`config.mk`:
```
export PLATFORM = sky130hd
export DESIGN_NAME = vds_short_mon
export DESIGN_NICKNAME = d
export VERILOG_FILES = /design/src/rtl/vds_mon_pkg.sv /design/src/rtl/vds_mon_chan.sv /design/src/rtl/vds_mon_clr_filt.sv /design/src/rtl/vds_short_mon.sv
export SDC_FILE = /design/constraint.sdc
export NUM_CORES = 1
export LEC_CHECK = 0
export BUFFER_PORTS_ARGS = -buffer_cell sky130_fd_sc_hd__buf_4
export CAP_MARGIN = 0
export CELL_PAD_IN_SITES_DETAIL_PLACEMENT = 1
export CELL_PAD_IN_SITES_GLOBAL_PLACEMENT = 2
export CORE_MARGIN = 2
export CORE_UTILIZATION = 36
export CTS_BUF_LIST = sky130_fd_sc_hd__clkbuf_8 sky130_fd_sc_hd__clkbuf_16
export DETAILED_ROUTE_END_ITERATION = 7
export PLACE_DENSITY_LB_ADDON = 0.12
export SLEW_MARGIN = 20
export SYNTH_ARGS = -nofsm -noshare
export SYNTH_HDL_FRONTEND = slang
export SYNTH_SLANG_ARGS = --single-unit
```
`constraint.sdc`:
```
create_clock -name clk_i -period 2.3 [get_ports clk_i]
set_input_delay 0.46 -clock clk_i [delete_from_list [all_inputs] [get_ports clk_i]]
set_output_delay 0.46 -clock clk_i [all_outputs]
set_load 0.05 [all_outputs]
```
`src/rtl/vds_mon_pkg.sv`:
```
package vds_mon_pkg;
  localparam int QCODE_W = 6;
  localparam int N_SIDES = 2;
  localparam int SIDE_HS = 0;
  localparam int SIDE_LS = 1;

  typedef enum logic {
    QM_DEBOUNCE = 1'b0,
    QM_BLANK    = 1'b1
  } qmode_e;
endpackage

```
`src/rtl/vds_mon_chan.sv`:
```
module vds_mon_chan
  import vds_mon_pkg::*;
#(
  parameter int CODE_W   = QCODE_W,
  parameter int STEP_CYC = 2
) (
  input  logic              clk_i,
  input  logic              rst_ni,
  input  logic              gate_i,
  input  logic              cmp_i,
  input  logic [CODE_W-1:0] code_i,
  input  qmode_e            mode_i,
  input  logic              clr_i,
  output logic              flt_o
);
  localparam int QMAX  = ((1 << CODE_W) - 1) * STEP_CYC;
  localparam int CNT_W = $clog2(QMAX + 1);

  logic [CNT_W-1:0] cnt_q, cnt_d, q_len;
  logic             reached, hit, flt_q;

  assign q_len   = CNT_W'(code_i) * CNT_W'(STEP_CYC);
  assign reached = (cnt_q >= q_len);

  always_comb begin
    cnt_d = cnt_q;
    hit   = 1'b0;
    if (!gate_i) begin
      cnt_d = '0;
    end else if (mode_i == QM_BLANK) begin
      // window runs from turn-on regardless of comparator
      hit = reached & cmp_i;
      if (!reached) cnt_d = cnt_q + CNT_W'(1);
    end else begin
      if (!cmp_i) begin
        cnt_d = '0;
      end else begin
        hit = reached;
        if (!reached) cnt_d = cnt_q + CNT_W'(1);
      end
    end
  end

  always_ff @(posedge clk_i or negedge rst_ni) begin
    if (!rst_ni) begin
      cnt_q <= '0;
      flt_q <= 1'b0;
    end else begin
      cnt_q <= cnt_d;
      // set has priority over clear
      if (hit)        flt_q <= 1'b1;
      else if (clr_i) flt_q <= 1'b0;
    end
  end

  assign flt_o = flt_q;
endmodule

```
`src/rtl/vds_mon_clr_filt.sv`:
```
module vds_mon_clr_filt #(
  parameter int CLR_MIN_CYC = 10,
  parameter int SLEEP_CYC   = 600
) (
  input  logic clk_i,
  input  logic rst_ni,
  input  logic clr_ni,
  output logic clr_o,
  output logic sleep_o
);
  localparam int CNT_W = $clog2(SLEEP_CYC + 1);

  logic [CNT_W-1:0] low_cnt_q;
  logic             clr_q;

  always_ff @(posedge clk_i or negedge rst_ni) begin
    if (!rst_ni) begin
      low_cnt_q <= '0;
      clr_q     <= 1'b0;
    end else if (!clr_ni) begin
      clr_q <= 1'b0;
      if (low_cnt_q != CNT_W'(SLEEP_CYC)) low_cnt_q <= low_cnt_q + CNT_W'(1);
    end else begin
      clr_q     <= (low_cnt_q >= CNT_W'(CLR_MIN_CYC));
      low_cnt_q <= '0;
    end
  end

  assign clr_o   = clr_q;
  assign sleep_o = (low_cnt_q >= CNT_W'(SLEEP_CYC));
endmodule

```
`src/rtl/vds_short_mon.sv`:
```
module vds_short_mon
  import vds_mon_pkg::*;
#(
  parameter int CODE_W      = QCODE_W,
  parameter int STEP_CYC    = 2,
  parameter int CLR_MIN_CYC = 10,
  parameter int SLEEP_CYC   = 600
) (
  input  logic              clk_i,
  input  logic              rst_ni,
  input  logic              hs_gate_i,
  input  logic              ls_gate_i,
  input  logic              hs_cmp_i,
  input  logic              ls_cmp_i,
  input  logic [CODE_W-1:0] qual_code_i,
  input  logic              blank_mode_i,
  input  logic              clr_ni,
  output logic              hs_flt_o,
  output logic              ls_flt_o,
  output logic              flt_any_o,
  output logic              bridge_off_o,
  output logic              sleep_req_o
);
  logic [N_SIDES-1:0] gate_v, cmp_v, flt_v;
  logic               clr_pulse, sleep;
  qmode_e             mode;

  assign gate_v[SIDE_HS] = hs_gate_i;
  assign gate_v[SIDE_LS] = ls_gate_i;
  assign cmp_v[SIDE_HS]  = hs_cmp_i;
  assign cmp_v[SIDE_LS]  = ls_cmp_i;
  assign mode            = qmode_e'(blank_mode_i);

  vds_mon_clr_filt #(
    .CLR_MIN_CYC(CLR_MIN_CYC),
    .SLEEP_CYC  (SLEEP_CYC)
  ) u_clr (
    .clk_i  (clk_i),
    .rst_ni (rst_ni),
    .clr_ni (clr_ni),
    .clr_o  (clr_pulse),
    .sleep_o(sleep)
  );

  for (genvar s = 0; s < N_SIDES; s++) begin : g_side
    vds_mon_chan #(
      .CODE_W  (CODE_W),
      .STEP_CYC(STEP_CYC)
    ) u_chan (
      .clk_i (clk_i),
      .rst_ni(rst_ni),
      .gate_i(gate_v[s]),
      .cmp_i (cmp_v[s]),
      .code_i(qual_code_i),
      .mode_i(mode),
      .clr_i (clr_pulse),
      .flt_o (flt_v[s])
    );
  end

  assign hs_flt_o     = flt_v[SIDE_HS];
  assign ls_flt_o     = flt_v[SIDE_LS];
  assign flt_any_o    = |flt_v;
  assign bridge_off_o = flt_any_o | sleep;
  assign sleep_req_o  = sleep;
endmodule

```
==> out/metrics.csv <==
metric;value;unit
grt_max_degree;28;
antenna_found_initial;0;
final_cell_count_no_fill;259;
routed_wl;4.27;mm
setup.worst_path.end_class;output pin;
gp_congestion;0.762;
synth_cell_types;36;
wl_per_cell;16.5;um
drc_errors;0;
netlist_area;0.00173;mm2
whs;0.0824;ns
relSlewSlack;0.595;
cp_data_required_time;1.84;ns
synth-edff-count;0;
cts_sinks;27;
synth-async-reset-ratio;1.00;
num_io_pins;19;
power.leakage;0.848;nW
avgSynthCellArea;9.35;um2
p_per_area;527;mW/mm2
diodes;0;
tightestPinTransition;0.607;ns
cts_setup_buffers;0;
die-height;73.3;um
finalMaxSlewViolations;0;
finalCritPeriodShare;0.954;
hold_viol;0;
path_clk_slew;0.10;ns
synth_warnings;0;
first_pass_iters;4;
synth.top_cell.area_share;0.391;
std_cell_rows;25;
drtAntennaViolNets;0;
cts_buffers;3;
final_util;0.420;
grt_usage;0.175;
layout_commonest_cell;dfrtp_1;
synth_nets;215;
maxCapViolations;0;
clockBufferDepth;2;
synth_area_leaders;dfrtp_1, ha_1, a21oi_1, o31ai_1, or4_1;
first_global_vias;1577;
clock-root-buffer;clkbuf_8;
via_per_inst;5.81;
max_freq;456;MHz
setup_viol;0;
vdd_drop_max;0.298;mV
yosysSeqAreaShare;0.391;
synthCells;185;
fin_crit;2.19;ns
dp.cells;255;
cp-start-kind;register;
ys_ff_latch;27;
die_w;73.3;um
hpwlAfterDp;3.24;mm
grt_overflow_total;0;
setup_tns;0;ns
finalClockSkew;0.00108;ns
final_cell_mix;dfrtp_1, a21oi_1, buf_4;
portBuffers;18;
area_delta_synth_final;14.0;%
cts_tree;yes;
path_max_fanout;6;
drive_gt1_frac;0.171;
reg2reg_depth;6;
start_util;0.369;
path_class;register to output pin;
synth_flop_cell;dfrtp_1;
worstSkewPairLatency;0.28;ns
final_nets;236;
fp.dieArea;0.00537;mm2
vias;1505;
arrival;1.73;ns
status;complete, no violations;
core-area;0.00469;mm2
hp-class;input port to asynchronous set/reset pin;
cts_htree_levels;1;
rsz0062_at_grt;false;
total_power;0.00104;W
grt_pass1_wl;7.38;mm
drt_iter0_drc;72;
synth_largest_area_cell;dfrtp_1;
[registers in the layout (all words and copies together) (netlist names)]
| register | count |
|---|---|
| g_side.u_chan.cnt_q | 14 |
| u_clr.low_cnt_q | 10 |
| g_side.u_chan.flt_o | 2 |
| u_clr.clr_o | 1 |
[cells by family after synthesis]
kind of cell | share of synthesized area
buffers and inverters | 0.0622
xor gates and xnor gates | 0.0304
DFF | 0.391
muxes | 0.00579
and+or+nand+nor | 0.200
AOI/OAI and AO/OA | 0.195
adders and majority gates | 0.116
[final cells by class]
cell class              count  area, um2
clock buffers               3       41.3
flip-flops and latches     27        676
multi-input cells         134        952
repair buffers             21        158
well taps                  54       67.6
inverters                  19       71.3
clock inverters             1       5.00
fillers                   546       2720
[final timing paths]
path | start | end | slack, ns
setup / recovery | u_clr.low_cnt_q[3]$_DFFE_PN0P_ | bridge_off_o | 0.11
hold / removal | rst_ni | g_side[1].u_chan.cnt_q[2]$_DFF_PN0_ | 0.08
setup reg to reg | g_side[1].u_chan.cnt_q[4]$_DFF_PN0_ | g_side[1].u_chan.cnt_q[3]$_DFF_PN0_ | 0.28
hold reg to reg | u_clr.clr_o$_DFF_PN0_ | g_side[1].u_chan.flt_o$_DFFE_PN0P_ | 0.50
max in group asynchronous | rst_ni | u_clr.low_cnt_q[6]$_DFFE_PN0P_ | 1.95
min in group clk_i | clr_ni | u_clr.low_cnt_q[2]$_DFFE_PN0P_ | 0.42
[per-stage QoR]
stage / worst slack [ns] / instance area, um2
2_1_floorplan: 0.208 / 1740
3_3_place_gp: 0.286 / 1920
3_5_place_dp: 0.158 / 1920
4_1_cts: 0.0429 / 1970
5_1_grt: 0.0205 / 1970
6_report: 0.106 / 1970
[critical path: stages, from the launching register on]
cell	delay (ns)
dfrtp_1	0.46
and2_1	0.22
o21ai_1	0.16
a31oi_2	0.12
or2_2	0.30
buf_4	0.19
[cells in the mapped netlist, types with 2 or more instances]
cell / number
nand3_1: 8
o21ai_0: 12
or3b_2: 2
buf_2: 2
a21oi_1: 21
o21ai_1: 2
or3_1: 3
nand2b_1: 2
a31oi_1: 2
xnor2_1: 3
nand4_1: 6
o31ai_1: 10
or4_1: 10
nand2_1: 6
dfrtp_1: 27
o211ai_1: 2
xor2_1: 3
buf_6: 2
ha_1: 16
inv_1: 19
nor3_1: 3
nor2_1: 9
and2_1: 2
[repair_timing]
| item | CTS | global route |
|---|---|---|
| setup endpoints to repair | 0 | 1 |
| hold buffers | 0 | 0 |
| gates resized for setup | 0 | 1 |
[metal layers]
layer  up-vias  routed length [um]  share of wire  GRT usage
met1       745                1910           0.45      0.217
met4         0                  54          0.013     0.0465
met5         -                   0              0          0
met2        28                2170           0.51      0.318
met3         6                 142          0.033     0.0247
li1        726                   -              -          -
[power by group]
part | switching [W] | total, W | internal [W]
Sequential | 0.0000213 | 0.000515 | 0.000494
Combinational | 0.000157 | 0.000239 | 0.0000825
Clock | 0.000162 | 0.000284 | 0.000122
(Power assumes the default switching activity.)
